<file path="config.mk">
export PLATFORM = sky130hd
export DESIGN_NAME = nibble_rtc
export DESIGN_NICKNAME = d
export VERILOG_FILES = /design/src/rtl/rtcn_pkg.sv /design/src/rtl/rtcn_ctrl.sv /design/src/rtl/rtcn_calendar.sv /design/src/rtl/rtcn_alarm.sv /design/src/rtl/nibble_rtc.sv
export SDC_FILE = /design/constraint.sdc
export NUM_CORES = 1
export LEC_CHECK = 0
export ABC_AREA = 1
export ABC_CLOCK_PERIOD_IN_PS = 8700
export BUFFER_PORTS_ARGS = -buffer_cell sky130_fd_sc_hd__buf_2
export CAP_MARGIN = 15
export CORE_UTILIZATION = 55
export CTS_CLUSTER_DIAMETER = 150
export CTS_CLUSTER_SIZE = 10
export DETAILED_ROUTE_END_ITERATION = 10
export GPL_TIMING_DRIVEN = 0
export PLACE_DENSITY_LB_ADDON = 0.15
export SLEW_MARGIN = 40
export SYNTH_ARGS = -nofsm -noshare
export SYNTH_HDL_FRONTEND = slang
export SYNTH_SLANG_ARGS = --single-unit
</file>
<file path="constraint.sdc">
create_clock -name clk_i -period 8.7 [get_ports clk_i]
set_input_delay 0.87 -clock clk_i [delete_from_list [all_inputs] [get_ports clk_i]]
set_output_delay 0.87 -clock clk_i [all_outputs]
set_load 0.05 [all_outputs]
</file>
<file path="src/rtl/rtcn_pkg.sv">
package rtcn_pkg;
  localparam int NIB_W  = 4;
  localparam int ADDR_W = 4;
  localparam int N_DIG  = 15;
  localparam int N_ALM  = 9;

  typedef logic [NIB_W-1:0] nib_t;
  typedef nib_t [N_DIG-1:0] cal_t;
  typedef nib_t [N_ALM-1:0] alm_t;

  // digit positions inside the calendar bank; the host decodes them
  localparam int IX_SU  = 0;
  localparam int IX_ST  = 1;
  localparam int IX_MU  = 2;
  localparam int IX_MT  = 3;
  localparam int IX_HU  = 4;
  localparam int IX_HT  = 5;
  localparam int IX_WD  = 6;
  localparam int IX_DU  = 7;
  localparam int IX_DT  = 8;
  localparam int IX_MOU = 9;
  localparam int IX_MOT = 10;
  localparam int IX_Y0  = 11;
  localparam int IX_Y1  = 12;
  localparam int IX_Y2  = 13;
  localparam int IX_Y3  = 14;

  localparam logic [ADDR_W-1:0] A_CTRL  = 4'hF;
  localparam logic [ADDR_W-1:0] A_FLAGS = 4'hE;

  // control nibble fields
  localparam int CB_BUSY = 0;
  localparam int CB_STOP = 1;
  localparam int CB_BANK = 2;
  // alarm / timer control fields
  localparam int FB_EN   = 0;
  localparam int FB_FLAG = 1;
  // ignore bit inside alarm tens / weekday registers
  localparam int DC_BIT  = 3;

  typedef struct packed {
    logic carry;
    nib_t tens;
    nib_t units;
  } pair_t;

  function automatic logic [7:0] bcd_val(input nib_t t, input nib_t u);
    return 8'(t) * 8'd10 + 8'(u);
  endfunction

  // step a two-digit BCD field; wrap to 'first' after 'last'
  function automatic pair_t pair_step(input nib_t t, input nib_t u,
                                      input logic [7:0] last, input logic [7:0] first);
    logic [7:0] v;
    pair_t r;
    v = bcd_val(t, u);
    if (v >= last) begin
      v = first;
      r.carry = 1'b1;
    end else begin
      v = v + 8'd1;
      r.carry = 1'b0;
    end
    r.tens  = 4'(v / 8'd10);
    r.units = 4'(v % 8'd10);
    return r;
  endfunction

  function automatic logic is_leap(input cal_t c);
    logic [7:0] lo, hi;
    lo = bcd_val(c[IX_Y1], c[IX_Y0]);
    hi = bcd_val(c[IX_Y3], c[IX_Y2]);
    return (lo == 8'd0) ? (hi[1:0] == 2'd0) : (lo[1:0] == 2'd0);
  endfunction

  function automatic logic [7:0] month_len(input logic [7:0] mon, input logic leap);
    case (mon)
      8'd2:                      return leap ? 8'd29 : 8'd28;
      8'd4, 8'd6, 8'd9, 8'd11:   return 8'd30;
      default:                   return 8'd31;
    endcase
  endfunction

  function automatic nib_t write_mask(input int idx);
    case (idx)
      IX_ST, IX_MT, IX_WD: return 4'h7;
      IX_HT, IX_DT:        return 4'h3;
      IX_MOT:              return 4'h1;
      default:             return 4'hF;
    endcase
  endfunction

  function automatic cal_t cal_reset();
    cal_t r;
    r = '0;
    r[IX_DU]  = 4'd1;
    r[IX_MOU] = 4'd1;
    return r;
  endfunction

  function automatic cal_t cal_advance(input cal_t c);
    cal_t n;
    pair_t s, m, h, d, mo;
    logic cy;
    n  = c;
    m  = '0;
    h  = '0;
    d  = '0;
    mo = '0;
    s = pair_step(c[IX_ST], c[IX_SU], 8'd59, 8'd0);
    n[IX_ST] = s.tens;
    n[IX_SU] = s.units;
    if (s.carry) begin
      m = pair_step(c[IX_MT], c[IX_MU], 8'd59, 8'd0);
      n[IX_MT] = m.tens;
      n[IX_MU] = m.units;
      if (m.carry) begin
        h = pair_step(c[IX_HT], c[IX_HU], 8'd23, 8'd0);
        n[IX_HT] = h.tens;
        n[IX_HU] = h.units;
        if (h.carry) begin
          n[IX_WD] = (c[IX_WD] >= 4'd6) ? 4'd0 : c[IX_WD] + 4'd1;
          d = pair_step(c[IX_DT], c[IX_DU],
                        month_len(bcd_val(c[IX_MOT], c[IX_MOU]), is_leap(c)), 8'd1);
          n[IX_DT] = d.tens;
          n[IX_DU] = d.units;
          if (d.carry) begin
            mo = pair_step(c[IX_MOT], c[IX_MOU], 8'd12, 8'd1);
            n[IX_MOT] = mo.tens;
            n[IX_MOU] = mo.units;
            if (mo.carry) begin
              cy = 1'b1;
              for (int i = IX_Y0; i <= IX_Y3; i++) begin
                if (cy) begin
                  if (c[i] >= 4'd9) n[i] = 4'd0;
                  else begin
                    n[i] = c[i] + 4'd1;
                    cy   = 1'b0;
                  end
                end
              end
            end
          end
        end
      end
    end
    return n;
  endfunction

  function automatic logic alarm_hit(input alm_t a, input cal_t c);
    logic ok;
    ok = 1'b1;
    if (!a[IX_ST][DC_BIT])
      ok &= (a[IX_SU] == c[IX_SU]) && (a[IX_ST][2:0] == c[IX_ST][2:0]);
    if (!a[IX_MT][DC_BIT])
      ok &= (a[IX_MU] == c[IX_MU]) && (a[IX_MT][2:0] == c[IX_MT][2:0]);
    if (!a[IX_HT][DC_BIT])
      ok &= (a[IX_HU] == c[IX_HU]) && (a[IX_HT][2:0] == c[IX_HT][2:0]);
    if (!a[IX_WD][DC_BIT])
      ok &= (a[IX_WD][2:0] == c[IX_WD][2:0]);
    if (!a[IX_DT][DC_BIT])
      ok &= (a[IX_DU] == c[IX_DU]) && (a[IX_DT][2:0] == c[IX_DT][2:0]);
    return ok;
  endfunction
endpackage

</file>
<file path="src/rtl/rtcn_ctrl.sv">
module rtcn_ctrl
  import rtcn_pkg::*;
#(
  parameter int BUSY_CYCLES = 4
) (
  input  logic       clk_i,
  input  logic       rst_ni,
  input  logic       tick_i,
  input  logic       wr_i,
  input  nib_t       wdata_i,
  output logic [1:0] bank_o,
  output logic       stop_o,
  output logic       busy_o,
  output logic       advance_o
);
  localparam int CNT_W = $clog2(BUSY_CYCLES + 1);

  logic [CNT_W-1:0] cnt_q;

  assign advance_o = tick_i && !stop_o;
  assign busy_o    = (cnt_q != '0);

  always_ff @(posedge clk_i or negedge rst_ni) begin
    if (!rst_ni) begin
      bank_o <= 2'd0;
      stop_o <= 1'b0;
    end else if (wr_i) begin
      bank_o <= wdata_i[CB_BANK +: 2];
      stop_o <= wdata_i[CB_STOP];
    end
  end

  always_ff @(posedge clk_i or negedge rst_ni) begin
    if (!rst_ni) cnt_q <= '0;
    else if (advance_o) cnt_q <= CNT_W'(BUSY_CYCLES);
    else if (busy_o) cnt_q <= cnt_q - 1'b1;
  end
endmodule

</file>
<file path="src/rtl/rtcn_calendar.sv">
module rtcn_calendar
  import rtcn_pkg::*;
(
  input  logic              clk_i,
  input  logic              rst_ni,
  input  logic              advance_i,
  input  logic              wr_i,
  input  logic [ADDR_W-1:0] waddr_i,
  input  nib_t              wdata_i,
  output cal_t              cal_o,
  output cal_t              cal_next_o
);
  cal_t cal_q;
  cal_t wmask;

  for (genvar g = 0; g < N_DIG; g++) begin : g_mask
    assign wmask[g] = write_mask(g);
  end

  assign cal_next_o = cal_advance(cal_q);
  assign cal_o      = cal_q;

  always_ff @(posedge clk_i or negedge rst_ni) begin
    if (!rst_ni) cal_q <= cal_reset();
    else if (advance_i) cal_q <= cal_next_o;
    else if (wr_i && (waddr_i < ADDR_W'(N_DIG)))
      cal_q[waddr_i] <= wdata_i & wmask[waddr_i];
  end
endmodule

</file>
<file path="src/rtl/rtcn_alarm.sv">
module rtcn_alarm
  import rtcn_pkg::*;
(
  input  logic              clk_i,
  input  logic              rst_ni,
  input  logic              advance_i,
  input  logic              wr_reg_i,
  input  logic              wr_ctl_i,
  input  logic [ADDR_W-1:0] waddr_i,
  input  nib_t              wdata_i,
  input  cal_t              cal_next_i,
  output alm_t              alm_o,
  output logic              aie_o,
  output logic              aflag_o,
  output logic              hit_o
);
  alm_t alm_q;

  assign alm_o = alm_q;
  assign hit_o = alarm_hit(alm_q, cal_next_i);

  always_ff @(posedge clk_i or negedge rst_ni) begin
    if (!rst_ni) alm_q <= '0;
    else if (wr_reg_i && (waddr_i < ADDR_W'(N_ALM))) alm_q[waddr_i] <= wdata_i;
  end

  always_ff @(posedge clk_i or negedge rst_ni) begin
    if (!rst_ni) begin
      aie_o   <= 1'b0;
      aflag_o <= 1'b0;
    end else begin
      if (wr_ctl_i) aie_o <= wdata_i[FB_EN];
      if (advance_i && hit_o) aflag_o <= 1'b1;
      else if (wr_ctl_i && !wdata_i[FB_FLAG]) aflag_o <= 1'b0;
    end
  end
endmodule

</file>
<file path="src/rtl/nibble_rtc.sv">
module nibble_rtc
  import rtcn_pkg::*;
#(
  parameter int BUSY_CYCLES = 4
) (
  input  logic       clk_i,
  input  logic       rst_ni,
  input  logic       tick_i,
  input  logic [3:0] addr_i,
  input  logic       wr_en_i,
  input  logic [3:0] wdata_i,
  output logic [3:0] rdata_o,
  output logic       irq_o
);
  logic [1:0] bank;
  logic       stop, busy, advance;
  logic       wr_ctrl, wr_cal, wr_alm, wr_actl, wr_tctl;
  logic       aie, aflag, hit;
  logic       tie_q, tflag_q;
  cal_t       cal_q, cal_next;
  alm_t       alm_q;

  assign wr_ctrl = wr_en_i && (addr_i == A_CTRL);
  assign wr_cal  = wr_en_i && (bank == 2'd0) && (addr_i != A_CTRL) && !busy && !advance;
  assign wr_alm  = wr_en_i && (bank == 2'd1) && (addr_i < ADDR_W'(N_ALM));
  assign wr_actl = wr_en_i && (bank == 2'd1) && (addr_i == A_FLAGS);
  assign wr_tctl = wr_en_i && (bank == 2'd2) && (addr_i == A_FLAGS);

  rtcn_ctrl #(.BUSY_CYCLES(BUSY_CYCLES)) u_ctrl (
    .clk_i     (clk_i),
    .rst_ni    (rst_ni),
    .tick_i    (tick_i),
    .wr_i      (wr_ctrl),
    .wdata_i   (wdata_i),
    .bank_o    (bank),
    .stop_o    (stop),
    .busy_o    (busy),
    .advance_o (advance)
  );

  rtcn_calendar u_cal (
    .clk_i      (clk_i),
    .rst_ni     (rst_ni),
    .advance_i  (advance),
    .wr_i       (wr_cal),
    .waddr_i    (addr_i),
    .wdata_i    (wdata_i),
    .cal_o      (cal_q),
    .cal_next_o (cal_next)
  );

  rtcn_alarm u_alarm (
    .clk_i      (clk_i),
    .rst_ni     (rst_ni),
    .advance_i  (advance),
    .wr_reg_i   (wr_alm),
    .wr_ctl_i   (wr_actl),
    .waddr_i    (addr_i),
    .wdata_i    (wdata_i),
    .cal_next_i (cal_next),
    .alm_o      (alm_q),
    .aie_o      (aie),
    .aflag_o    (aflag),
    .hit_o      (hit)
  );

  always_ff @(posedge clk_i or negedge rst_ni) begin
    if (!rst_ni) begin
      tie_q   <= 1'b0;
      tflag_q <= 1'b0;
    end else if (wr_tctl) begin
      tie_q   <= wdata_i[FB_EN];
      tflag_q <= wdata_i[FB_FLAG];
    end
  end

  assign irq_o = aflag && aie;

  always_comb begin
    rdata_o = '0;
    if (addr_i == A_CTRL) begin
      rdata_o = {bank, stop, busy};
    end else begin
      case (bank)
        2'd0: rdata_o = cal_q[addr_i];
        2'd1: begin
          if (addr_i < ADDR_W'(N_ALM)) rdata_o = alm_q[addr_i];
          else if (addr_i == A_FLAGS) rdata_o = {2'b00, aflag, aie};
        end
        2'd2: if (addr_i == A_FLAGS) rdata_o = {2'b00, tflag_q, tie_q};
        default: rdata_o = '0;
      endcase
    end
  end
endmodule

</file>
==> results.yml <==
run_status:
  status: "completed"
drt:
  antenna_left: 0
  firstDrtPassIters: 6
  vias: 10320
  viasPerCell: 5.845
  drt_iter0_markers: 1023
  wl_per_cell_um: 17.18
  routed_wl_mm: 30.34
  drcViolationCount: 0
grt:
  grt_usage: 0.3347
  antenna_found_initial: 0
  grt_pass1_wl_mm: 47.75
  overflow: 0
  grt_pass1_vias: 9162
  grt_max_degree: 59
clock_tree:
  h-tree-depth: 3
  postCtsSetupRepairBufs: 0
  ctsHoldBuffers: 0
  cts_made_buffers: 9
  root_buffer: "clkbuf_16"
  clock_path_buffers: 2
  clock-sinks: 106
  cts_tree: "yes"
  clkTransAtPathRegs_ns: 0.08
  insertion_delay_ns: 0.37
  post_cts_resized: 0
worst_hold_path:
  hp-class: "primary input to asynchronous set/reset pin"
sta:
  max_slew_margin: 0.3743
  hold_viol: 0
  holdWs_ns: 0.4016
  tightest_slew_ns: 0.9351
  fin_crit_sh: 0.6817
  clock_skew_ns: 0.01343
  setup_viol: 0
  drv_slew: 0
  fmax_mhz: 168.6
  min_period_ns: 5.931
  rsz0062_at_grt: "false"
  finalSetupTns_ns: 0
setup_path:
  crit_type: "register to register"
  cp-start-kind: "register"
  reg2reg_from: "u_cal.cal_o[41]"
  ff2ff_setup_slack_ns: 2.77
  cpMostUsedCell: "nand2_1"
  cp_slowest_stage_delay_ns: 0.56
  cp.arrival_ns: 6.19
  cp-end-kind: "register"
  crit_required_ns: 8.96
  cpLargestDelayFamily: "simple AND/OR/NAND/NOR gates"
  worst-path-stages: 36
  cp_max_fo: 7
  cp_num_buf_inv: 2
  reg2regPathDepth: 36
  r2r_end: "u_alarm.aflag_o"
  crit_path_top_delay_cell: "nor4_1"
synthesis:
  yosysWarnings: 0
  netlist.area_leader.share: 0.2583
  syn-num-nets: 1608
  netlist_area_mm2: 0.01008
  ys.flop_type: "dfrtp_1"
  synth_cell_types: 59
  yosys_register_bits: 106
  syn_area_per_cell_um2: 6.696
  yosys-top-cells-area: "dfrtp_1 (26%), nand2_1 (14%), ha_1 (9.8%), inv_1 (7.3%), o21ai_0 (6.8%)"
  async_flop_share: 1.000
  synth_top_cell_by_area: "dfrtp_1"
  ys_seq_area_frac: 0.2635
  syn_inst: 1505
  synth_edf_count: 0
finish:
  syn2layout_area_growth_pct: 6.779
  n_antenna_cell: 0
  final_common_cell: "nand2_1"
  drive_above_1_share: 0.06636
  final_cell_mix: "nand2_1 (379), inv_1 (197), o21ai_0 (137)"
  final_nets: 1636
  instances_no_fill: 1766
place:
  io_buffers: 16
  gp_congestion: 1.043
  post-place-cells: 1751
  dpl.hpwl_mm: 23.30
die:
  coreArea_mm2: 0.01796
  start_util: 0.5610
  dieHeight_um: 137.4
  io_pins: 17
  num_rows: 49
  fp.dieW_um: 137.4
  die_area_mm2: 0.01887
flow_run:
  cap_violations: 0
power_and_ir_drop:
  power_density_mw_per_mm2: 413.7
  p_total_uw: 4452
  p_leak_uw: 0.005455
  irDropWorstVdd_mv: 0.6821
## through the flow
stage | utilization | setup WS (ns) | cell area (um2)
floorplan | - | 3.997 | 10080
global placement | 0.5814 | 3.010 | 10440
detailed placement | 0.5840 | 2.836 | 10490
CTS | 0.5990 | 2.816 | 10760
global route | 0.5990 | 2.320 | 10760
finish | 0.5990 | 2.769 | 10760
## routing by layer
metal	vias up	wire length, um	track usage	part of all wire
met5	-	0	0	0
met2	489	12790	0.4955	0.42
met3	90	3004	0.06733	0.099
met1	4656	13470	0.4726	0.44
met4	0	1071	0.1422	0.035
li1	5087	-	-	-
## synth_stat cells, types with 6 or more instances
cell type,n
xor2_1,24
o22ai_1,16
fa_1,12
o21ai_1,6
inv_2,14
nand2_2,13
clkbuf_1,25
ha_1,79
nand3_2,7
nand3_1,110
o21ai_0,137
o211ai_1,7
nor3_1,6
nor2_1,123
xnor2_1,7
o311ai_0,6
o221ai_1,16
nand2_1,379
or2_2,10
a21oi_1,98
inv_1,197
nand3b_1,7
dfrtp_1,104
a31oi_1,8
nand4_1,25
## kinds of logic after synthesis
group / Yosys count / share of synthesized area
AO/OA/AOI/OAI: 331 / 0.1890
XOR/XNOR: 31 / 0.02694
adder cells (fa/ha/maj): 91 / 0.1219
buffers and inverters: 245 / 0.09163
flip-flops: 106 / 0.2635
multiplexers: 2 / 0.002235
AND/OR/NAND/NOR: 699 / 0.3048
## how the worst max path moves through the flow
| stage | startpoint | to | slack [ns] |
|---|---|---|---|
| 2_1_floorplan | u_cal.cal_o[41] | u_alarm.aflag_o | 4.00 |
| 3_3_place_gp | u_cal.cal_o[41] | u_alarm.aflag_o | 3.01 |
| 3_5_place_dp | u_cal.cal_o[41] | u_alarm.aflag_o | 2.84 |
| 4_1_cts | u_cal.cal_o[41] | u_alarm.aflag_o | 2.82 |
| 5_1_grt | u_cal.cal_o[41] | u_alarm.aflag_o | 2.32 |
| 6_report | u_cal.cal_o[41] | u_alarm.aflag_o | 2.77 |
## state kept, by name, indices dropped and copies added (netlist names)
name and count:
u_alarm.aflag_o 1, u_ctrl.stop_o 1, tie_q 1, u_ctrl.cnt_q 3, u_alarm.aie_o 1, u_ctrl.bank_o 2
tflag_q 1, u_alarm.alm_o 36, u_cal.cal_o 60
## layout make-up
type                       count  area [um2]
buffer                        30       116.4
clock buffer                  11       242.7
clock inverter                 4       27.53
fill                        1716        7203
inverter                     215       807.0
multi-input combinational   1154        6507
sequential                   106        2655
tap                          229       286.5
timing repair buffer          17       117.6
## where the power goes
| part | internal (uW) | leakage, uW | switching, uW |
|---|---|---|---|
| Combinational | 1150 | 0.00398 | 2080 |
| Sequential | 633 | 0.00134 | 191 |
| Clock | 202 | 0.000136 | 201 |
| Total | 1980 | 0.00545 | 2470 |
(Power assumes the default switching activity.)
